### src/rtl/lfs_pkg.sv
package lfs_pkg;

    localparam int LFS_REGS      = 32;
    localparam int LFS_LANES     = 4;
    localparam int LFS_MAX_VP    = 128;
    localparam int LFS_ADDR_W    = 16;

    localparam int LFS_SH_W      = $clog2(LFS_REGS);
    localparam int LFS_PR_W      = $clog2(LFS_REGS + 1);
    localparam int LFS_PER_LANE  = LFS_MAX_VP / LFS_LANES;
    localparam int LFS_CNT_W     = $clog2(LFS_PER_LANE + 1);
    localparam int LFS_VP_W      = $clog2(LFS_MAX_VP);
    localparam int LFS_LANE_W    = $clog2(LFS_LANES);
    localparam int LFS_LIDX_W    = LFS_VP_W - LFS_LANE_W;

    localparam int LFS_RST_PRIV  = 8;

    typedef enum logic [2:0] {
        SEQ_IDLE,
        SEQ_CHECK,
        SEQ_MISS,
        SEQ_ISSUE,
        SEQ_WAIT
    } seq_state_e;

    typedef struct packed {
        logic                   thread;
        logic [LFS_ADDR_W-1:0]  addr;
        logic [LFS_LIDX_W-1:0]  idx;
        logic [LFS_LIDX_W-1:0]  last;
    } job_t;

    function automatic logic [LFS_CNT_W-1:0] vps_per_lane(
        input logic [LFS_SH_W-1:0] shared_regs,
        input logic [LFS_PR_W-1:0] priv_regs
    );
        int q;
        if (priv_regs == '0) begin
            q = 0;
        end else begin
            q = (LFS_REGS - int'(shared_regs)) / int'(priv_regs);
        end
        if (q > LFS_PER_LANE) q = LFS_PER_LANE;
        return LFS_CNT_W'(q);
    endfunction

endpackage

### src/rtl/lfs_vp_cfg.sv
module lfs_vp_cfg
    import lfs_pkg::*;
(
    input  logic                  clk,
    input  logic                  rst,
    input  logic                  cfg_valid,
    input  logic [LFS_SH_W-1:0]   cfg_shared,
    input  logic [LFS_PR_W-1:0]   cfg_private,
    output logic [LFS_CNT_W-1:0]  vp_count,
    output logic                  cfg_err
);

    localparam logic [LFS_CNT_W-1:0] RST_COUNT =
        LFS_CNT_W'(LFS_REGS / LFS_RST_PRIV);

    always_ff @(posedge clk) begin
        if (rst) begin
            vp_count <= RST_COUNT;
            cfg_err  <= 1'b0;
        end else if (cfg_valid) begin
            if (cfg_private == '0) begin
                cfg_err <= 1'b1;
            end else begin
                cfg_err  <= 1'b0;
                vp_count <= vps_per_lane(cfg_shared, cfg_private);
            end
        end
    end

    // a zero private split is refused and the count survives
    a_r2_reject_keeps: assert property (@(posedge clk) disable iff (rst)
        (cfg_valid && cfg_private == '0) |=> (cfg_err && $stable(vp_count)));

    // an accepted split clears the error
    a_r2_accept_clears: assert property (@(posedge clk) disable iff (rst)
        (cfg_valid && cfg_private != '0) |=> !cfg_err);

endmodule

### src/rtl/lfs_tags.sv
module lfs_tags
    import lfs_pkg::*;
#(
    parameter int SETS = 4
) (
    input  logic                   clk,
    input  logic                   rst,
    input  logic [LFS_ADDR_W-1:0]  lk_addr,
    output logic                   hit,
    input  logic                   wr_en,
    input  logic [LFS_ADDR_W-1:0]  wr_addr
);

    localparam int IDX_W = (SETS > 1) ? $clog2(SETS) : 1;
    localparam int TAG_W = LFS_ADDR_W - IDX_W;

    logic [SETS-1:0]  set_hit;
    logic [IDX_W-1:0] lk_idx;
    logic [IDX_W-1:0] wr_idx;

    assign lk_idx = lk_addr[IDX_W-1:0];
    assign wr_idx = wr_addr[IDX_W-1:0];

    for (genvar s = 0; s < SETS; s++) begin : g_set
        logic             vld;
        logic [TAG_W-1:0] tag;

        always_ff @(posedge clk) begin
            if (rst) begin
                vld <= 1'b0;
                tag <= '0;
            end else if (wr_en && wr_idx == IDX_W'(s)) begin
                vld <= 1'b1;
                tag <= wr_addr[LFS_ADDR_W-1:IDX_W];
            end
        end

        assign set_hit[s] = vld && (lk_idx == IDX_W'(s))
                            && (tag == lk_addr[LFS_ADDR_W-1:IDX_W]);
    end

    assign hit = |set_hit;

    // at most one set can claim a lookup
    a_r7_one_set: assert property (@(posedge clk) disable iff (rst)
        $onehot0(set_hit));

endmodule

### src/rtl/lane_fetch_seq.sv
module lane_fetch_seq
    import lfs_pkg::*;
#(
    parameter int LANE_ID  = 0,
    parameter int TAG_SETS = 4
) (
    input  logic                   clk,
    input  logic                   rst,
    input  logic                   cfg_valid,
    input  logic [LFS_SH_W-1:0]    cfg_shared,
    input  logic [LFS_PR_W-1:0]    cfg_private,
    output logic [LFS_CNT_W-1:0]   vp_count,
    output logic                   cfg_err,
    input  logic                   cmd_valid,
    output logic                   cmd_ready,
    input  logic                   cmd_is_thread,
    input  logic [LFS_ADDR_W-1:0]  cmd_addr,
    input  logic [LFS_VP_W-1:0]    cmd_vp,
    output logic                   cmd_drop,
    output logic                   miss_valid,
    output logic [LFS_ADDR_W-1:0]  miss_addr,
    input  logic                   fill_valid,
    output logic                   dir_valid,
    input  logic                   dir_ready,
    output logic [LFS_ADDR_W-1:0]  dir_addr,
    output logic [LFS_VP_W-1:0]    dir_vp,
    input  logic                   blk_done
);

    localparam logic [LFS_LANE_W-1:0] LANE_BITS = LFS_LANE_W'(LANE_ID);

    seq_state_e state;
    job_t       job;
    logic       tag_hit;
    logic       accept;
    logic       thr_ok;
    logic       drop_now;
    logic [LFS_LIDX_W-1:0] req_idx;

    lfs_vp_cfg u_cfg (
        .clk         (clk),
        .rst         (rst),
        .cfg_valid   (cfg_valid),
        .cfg_shared  (cfg_shared),
        .cfg_private (cfg_private),
        .vp_count    (vp_count),
        .cfg_err     (cfg_err)
    );

    lfs_tags #(.SETS(TAG_SETS)) u_tags (
        .clk     (clk),
        .rst     (rst),
        .lk_addr (job.addr),
        .hit     (tag_hit),
        .wr_en   (state == SEQ_MISS && fill_valid),
        .wr_addr (job.addr)
    );

    assign cmd_ready = (state == SEQ_IDLE);
    assign accept    = cmd_valid && cmd_ready;
    assign req_idx   = cmd_vp[LFS_VP_W-1:LFS_LANE_W];
    assign thr_ok    = (cmd_vp[LFS_LANE_W-1:0] == LANE_BITS)
                       && ({1'b0, req_idx} < LFS_LIDX_W'(0) + {1'b0, vp_count[LFS_CNT_W-2:0]} + (vp_count[LFS_CNT_W-1] ? (LFS_LIDX_W+1)'(1 << (LFS_CNT_W-1)) : '0));
    assign drop_now  = accept && cmd_is_thread && !thr_ok;

    always_ff @(posedge clk) begin
        if (rst) begin
            state    <= SEQ_IDLE;
            job      <= '0;
            cmd_drop <= 1'b0;
        end else begin
            cmd_drop <= drop_now;
            unique case (state)
                SEQ_IDLE: begin
                    if (accept && !drop_now) begin
                        if (cmd_is_thread) begin
                            job.thread <= 1'b1;
                            job.addr   <= cmd_addr;
                            job.idx    <= req_idx;
                            job.last   <= req_idx;
                            state      <= SEQ_CHECK;
                        end else if (vp_count != '0) begin
                            job.thread <= 1'b0;
                            job.addr   <= cmd_addr;
                            job.idx    <= '0;
                            job.last   <= LFS_LIDX_W'(vp_count - 1'b1);
                            state      <= SEQ_CHECK;
                        end
                    end
                end
                SEQ_CHECK: state <= tag_hit ? SEQ_ISSUE : SEQ_MISS;
                SEQ_MISS:  if (fill_valid) state <= SEQ_ISSUE;
                SEQ_ISSUE: begin
                    if (dir_ready) begin
                        if (job.idx == job.last) state <= SEQ_WAIT;
                        else job.idx <= job.idx + 1'b1;
                    end
                end
                SEQ_WAIT:  if (blk_done) state <= SEQ_IDLE;
                default:   state <= SEQ_IDLE;
            endcase
        end
    end

    assign miss_valid = (state == SEQ_MISS);
    assign miss_addr  = job.addr;
    assign dir_valid  = (state == SEQ_ISSUE);
    assign dir_addr   = job.addr;
    assign dir_vp     = {job.idx, LANE_BITS};

    // a stalled directive holds steady
    a_r9_hold: assert property (@(posedge clk) disable iff (rst)
        (dir_valid && !dir_ready) |=> (dir_valid && $stable(dir_vp) && $stable(dir_addr)));

    // no directive while a fill is outstanding
    a_r6_no_dir_in_miss: assert property (@(posedge clk) disable iff (rst)
        miss_valid |-> !dir_valid);

    // miss request persists until the fill arrives
    a_r6_miss_held: assert property (@(posedge clk) disable iff (rst)
        (miss_valid && !fill_valid) |=> (miss_valid && $stable(miss_addr)));

    // a completed fill makes the same block hit
    a_r7_fill_hits: assert property (@(posedge clk) disable iff (rst)
        (miss_valid && fill_valid) |=> tag_hit);

    // no new command while directives are pending
    a_r8_busy: assert property (@(posedge clk) disable iff (rst)
        dir_valid |-> !cmd_ready);

    // a thread-fetch for another lane is dropped and leaves the sequencer idle
    a_r5_foreign_drop: assert property (@(posedge clk) disable iff (rst)
        (accept && cmd_is_thread && cmd_vp[LFS_LANE_W-1:0] != LANE_BITS)
        |=> (cmd_drop && cmd_ready));

endmodule

### config.mk
export PLATFORM = sky130hd
export DESIGN_NAME = lane_fetch_seq
export DESIGN_NICKNAME = d
export VERILOG_FILES = /design/src/rtl/lfs_pkg.sv /design/src/rtl/lfs_vp_cfg.sv /design/src/rtl/lfs_tags.sv /design/src/rtl/lane_fetch_seq.sv
export SDC_FILE = /design/constraint.sdc
export NUM_CORES = 1
export LEC_CHECK = 0
export ABC_AREA = 1
export BUFFER_PORTS_ARGS = -buffer_cell sky130_fd_sc_hd__buf_2
export CAP_MARGIN = 40
export CORE_UTILIZATION = 30
export CTS_CLUSTER_DIAMETER = 50
export CTS_CLUSTER_SIZE = 10
export DETAILED_ROUTE_END_ITERATION = 8
export GPL_TIMING_DRIVEN = 0
export HOLD_SLACK_MARGIN = 0.1
export PLACE_DENSITY_LB_ADDON = 0.1
export SLEW_MARGIN = 20
export SYNTH_ARGS = -nofsm -noshare
export SYNTH_HDL_FRONTEND = slang
export SYNTH_SLANG_ARGS = --single-unit
### constraint.sdc
create_clock -name clk -period 105.9 [get_ports clk]
set_input_delay 10.59 -clock clk [delete_from_list [all_inputs] [get_ports clk]]
set_output_delay 10.59 -clock clk [all_outputs]
set_load 0.005 [all_outputs]
# Yosys cells after proc, flatten, opt, wreduce, memory -nomap -nowiden
# Index checks and enable logic that the tools add are counted.
# totals
register_bits	97
input_bits	42
output_inout_bits	50
# op_classes
add_sub_neg	4
div	1
magnitude_cmp	2
eq_ne	19
mux	21
bitwise_logic	1
n_reduce_logical	32
# op_table
op	count
32-bit two-way mux	3
14-bit equality test	4
26-bit two-way mux	2
32-bit by 7-bit divider with 32-bit output	1
32-bit by 7-bit > comparator with 1-bit output, second input constant	1
3-bit two-way mux	7
1-bit logical AND	18
3-bit one-hot mux with 5 select lines	1
6-bit two-way mux	2
10-bit two-way mux	1
5-bit two-way mux	2
5-bit one-hot mux with 2 select lines	1
2-bit by 1-bit != test with 1-bit output, second input constant	4
6-bit by 5-bit subtractor with 7-bit output, first input constant	1
5-bit by 6-bit adder with 6-bit output	1
3-bit by 2-bit equality test with 1-bit output, second input constant	2
6-bit logical NOT	1
5-bit by 6-bit less-than comparator with 1-bit output	1
6-bit AND reduction	1
6-bit nonzero test	1
5-bit by 1-bit adder with 5-bit output, second input constant	1
5-bit equality test	1
5-bit AND reduction	1
5-bit by 1-bit subtractor with 5-bit output, second input constant	1
other kinds (15)	21

# Longest topological paths before layout
# logic_depth
depth_word	10
depth_mapped	422
mapped_depth_nobuf	388

# Cells and area by module
# A second synthesis with hierarchy kept.
# unflattened
hier_cells	5559
hier_area_um2	31280.0
# modules_own_cells
module	n_inst	cells_each	area_each_um2	seq_area_each_um2
lfs_vp_cfg	1	4779	25936.1	140.1
lfs_tags	1	488	3325.7	1201.2
lane_fetch_seq	1	292	2018.2	600.6

# Worst setup path before layout
# Ideal clock, no wire load.
# synth_path
path_type	in2reg
startpoint	in cfg_private[1]
endpoint	reg u_cfg.vp_count[2]
setup_ps	59
t_arrival_ps	63812
slack_ps	42029
stages	400
cell_sequence	inv_1 ha_1 nand2_1 nand3b_1 nand2_2 nor2_1 ha_1 nand2_1 nand3_1 nand2_2 nand2_4 nand2_2 nand2_1 nand2_1 inv_1 ha_1 nand2_1 inv_2 [364 not listed] nand2_1 o21ai_0 ha_1 a21boi_0 o211ai_1 nand2_1 a21o_1 a21oi_1 o21ai_0 inv_1 nand3_1 nor2_1 nand3_1 nor2_2 nand3_2 nand2_2 nand2_1 nand2_1
# synth_between
elab_chain_len	6
elab_cells_between_ends	9
# synth_lines
element	line_no	source
start: declaration	lane_fetch_seq.sv:11	input logic [LFS_PR_W-1:0] cfg_private,
32-bit by 7-bit divider with 32-bit output	lfs_pkg.sv:41	q = (LFS_REGS - int'(shared_regs)) / int'(priv_regs);
32-bit two-way mux	lfs_vp_cfg.sv:21	if (cfg_private == '0) begin
32-bit two-way mux	lfs_vp_cfg.sv:20	end else if (cfg_valid) begin
32-bit two-way mux	lfs_vp_cfg.sv:17	if (rst) begin
32-bit by 7-bit > comparator with 1-bit output	lfs_pkg.sv:43	if (q > LFS_PER_LANE) q = LFS_PER_LANE;
6-bit two-way mux	lfs_pkg.sv:43	
end signal: assignment	lfs_vp_cfg.sv:25	vp_count <= vps_per_lane(cfg_shared, cfg_private);
end: declaration	lfs_vp_cfg.sv:9	output logic [LFS_CNT_W-1:0] vp_count,
# Parallel ways exist; a longest one is shown, timed or not. The select of a mux whose other input is x is not followed.
# A chain may end at the register's enable or synchronous reset.

# Worst setup path in the final report
# Same ends and word-level chain as after synthesis.

==> flow_summary_export.csv <==
group,metric,value,unit
run,max_cap_viol_count,0,
grt,grt_first_pass_wirelength,169200,um
clocking,htree_levels,3,
yosys,ys_async_sr_fraction,0,%
setup_path,crit_family,"simple AND/OR/NAND/NOR gates",
clocking,clkLatencyLatePin,0.36,ns
timing,finalHoldViolCount,0,
timing,clock_skew,0.009666,ns
yosys,synthMostInstantiatedCell,"nand2_1",
timing,worstMarginPinSlew,0.8988,ns
clocking,numCtsBuffers,9,
yosys,synth_area_leaders,"nand2_1, inv_1, ha_1, nand3_1, nor2_1",
drt,wire_per_inst,15.64,um
grt,grt.total_usage,20.06,%
setup_path,worstSetupStartpointType,"primary input",
timing,slew_headroom,39.45,%
setup_path,end_kind,"flip-flop",
yosys,synthAdderAreaFrac,7.525,%
timing,slew_viol_final,0,
drt,routed_wirelength,107600,um
yosys,ys_ff_latch,97,
setup_path,worst_path_most_repeated_cell,"nand2_1",
timing,rsz0062_at_grt,"false",
setup_path,worstPathArrival,76.44,ns
yosys,synth_largest_area_cell,"nand2_1",
yosys,synth_area_per_cell,5.788,um2
setup_path,rrSetupSlack,102.17,ns
setup_path,crit_buf_inv,98,
timing,fmax,13.13,MHz
hold_path,whs_path_depth,2,
yosys,synth_ff_type,"dfxtp_1",
clocking,post_cts_resized,0,
clocking,hold_buffers,0,
setup_path,cp_max_fo,17,
placed_design,dp_hpwl,92050,um
yosys,synth_simple_gate_area_share,53.81,%
setup_path,reg2reg_to,"dir_addr[1]",
die,rows,117,
timing,finalSetupViolations,0,
die,chipHeight,323.9,um
grt,grt_start_max_net_pins,30,
setup_path,slowest_delay,0.64,ns
clocking,clockBufferDepth,2,
die,die_w,323.9,um
yosys,ys_warn_count,0,
yosys,syn_area,31090,um2
yosys,ys_types,81,
clocking,path_clk_slew,0.07,ns
timing,period_needed,76.14,ns
drt,ant_nets,0,
drt,drc,0,
die,fp.coreArea,102300,um2
yosys,yosysTopAreaCellShare,15.62,%
yosys,synth_edf_count,0,
yosys,synthTopCellsByCount,"nand2_1, inv_1, nor2_1",
timing,setup_tns,0,ns
placed_design,port-buffer-count,89,
grt,grt_overflow,0,
clocking,root_buffer,"clkbuf_16",
setup_path,worstPathRequired,106.20,ns
grt,antenna_found_initial,1,
layout,drive_gt1_share,17.98,%
drt,drt-initial-drc-count,1744,
drt,via_count,33280,
layout,fin_util,33.00,%
hold_path,hold_path_end,"u_tags.g_set[0].vld",
clocking,cts_setup_buffers,0,
die,io_pins,92,
clocking,cts_tree,"yes",
clocking,clock_sinks,97,
drt,vias_per_cell,4.836,
setup_path,critPathKind,"in -> reg",
setup_path,r2r_start,"u_cfg.vp_count[1]",
layout,fin_nets,5735,
placed_design,place_congestion,0.8792,
die,dieArea,104900,um2
yosys,synth_compound_area_share,11.79,%
setup_path,slowest_stage,"a211oi_2",
setup_path,worstRegToRegCells,15,
die,initial_utilization,30.39,%
layout,area_growth,8.599,%
yosys,synth_top_family_by_area,"simple AND/OR/NAND/NOR gates",
drt,first_pass_iters,5,
grt,grt_pass1_vias,30810,
yosys,synth-xor-area-share,6.249,%
yosys,synth_mux_area_share,0,%
hold_path,hold_class,"reg -> reg",
yosys,syn_inst,5372,
timing,fin_crit_sh,71.90,%
yosys,ys_seq_area_share,6.245,%
hold_path,hp-start,"u_tags.g_set[0].vld",
outcome,outcome,"finished, final reports clean",
-- metal layers --
metal  up-vias  share of wire, %  wire (um)  global-route usage, %
li1      17640                 -          -                      -
met1     15080                50      53630                  28.28
met2       495                46      49670                  34.14
met3        67               2.4       2587                 0.5869
met4         0               1.6       1685                  3.386
met5         -                 0          0                      0
-- tightest hold or removal path: cells and delay by family (launching register included) --
kind | cells | cell delay [ns]
buf+inv | 1 | 0.05
compound gates | 1 | 0.05
flops | 1 | 0.31
-- area by class of cell --
class / instances / area (um2)
timing repair buffer: 98 / 570.5
tap: 1368 / 1712
clock inverter: 7 / 67.56
multi-input combinational: 4310 / 24780
sequential: 97 / 1942
antenna: 1 / 2.502
buffer: 135 / 1167
fill: 11700 / 68560
clock buffer: 9 / 225.2
inverter: 855 / 3302
-- worst max path at each step --
| stage | startpoint | endpoint | depth (start not counted) |
|---|---|---|---|
| floorplan | cfg_private[1] | u_cfg.vp_count[2] | 400 |
| global placement | cfg_private[1] | u_cfg.vp_count[2] | 392 |
| detailed placement | cfg_private[1] | u_cfg.vp_count[2] | 397 |
| CTS | cfg_private[1] | u_cfg.vp_count[2] | 398 |
| global route | cfg_private[1] | u_cfg.vp_count[2] | 398 |
| finish | cfg_private[1] | u_cfg.vp_count[2] | 399 |
-- sequential cells by signal, indices dropped and copies added, names as in the netlist --
name,count
cmd_drop,1
dir_addr,16
dir_vp,5
job,5
state,3
u_cfg.cfg_err,1
u_cfg.vp_count,6
u_tags.g_set.tag,56
u_tags.g_set.vld,4
-- per-stage QoR --
step / cell area [um2] / hold WS, ns / setup WS [ns] / instances
finish: 33770 / 0.4568 / 29.76 / 6880
global route: 33770 / 0.4814 / 23.35 / 6879
detailed placement: 33470 / 0.4466 / 29.38 / 6863
CTS: 33770 / 0.4577 / 29.51 / 6879
floorplan: 31190 / 0.4306 / 42.03 / 5397
global placement: 33350 / 0.4401 / 27.91 / 6854
-- cell usage in the layout (no fill, tap or decap), types with 8 or more instances in the layout --
| master | synthesis | routed |
|---|---|---|
| a21o_1 | 12 | 12 |
| a21oi_1 | 204 | 204 |
| a31oi_1 | 8 | 8 |
| buf_12 | 4 | 9 |
| buf_2 | 4 | 95 |
| buf_4 | 42 | 44 |
| buf_6 | 32 | 32 |
| buf_8 | 14 | 14 |
| clkbuf_1 | 34 | 34 |
| clkbuf_16 | 0 | 9 |
| clkinv_1 | 35 | 35 |
| conb_1 | 1 | 26 |
| dfxtp_1 | 97 | 97 |
| ha_1 | 187 | 187 |
| inv_1 | 731 | 728 |
| inv_2 | 74 | 76 |
| nand2_1 | 1294 | 1294 |
| nand2_2 | 188 | 188 |
| nand2_4 | 53 | 53 |
| nand3_1 | 448 | 448 |
| nand3_2 | 158 | 158 |
| nand3_4 | 19 | 19 |
| nand3b_1 | 44 | 44 |
| nand4_1 | 198 | 198 |
| nor2_1 | 540 | 540 |
| nor2_2 | 120 | 120 |
| nor2_4 | 48 | 48 |
| nor2_8 | 11 | 11 |
| nor3_1 | 50 | 50 |
| nor4_1 | 15 | 15 |
| o211ai_1 | 13 | 13 |
| o21a_1 | 9 | 9 |
| o21ai_0 | 245 | 244 |
| o21ai_1 | 44 | 45 |
| o21ai_2 | 29 | 29 |
| o21bai_1 | 17 | 17 |
| o31ai_1 | 9 | 9 |
| or2_2 | 16 | 16 |
| xnor2_1 | 89 | 89 |
| xor2_1 | 131 | 131 |
-- kinds of logic after synthesis --
logic type | count (synthesis)
adder cells (fa/ha/maj) | 187
other | 1
flip-flops | 97
AND/OR/NAND/NOR | 3240
AO/OA/AOI/OAI | 636
buffers and inverters | 990
XOR/XNOR | 221
Power is not shown: default switching activity piles up to over one toggle a cycle in this logic, so the estimate is an artifact.
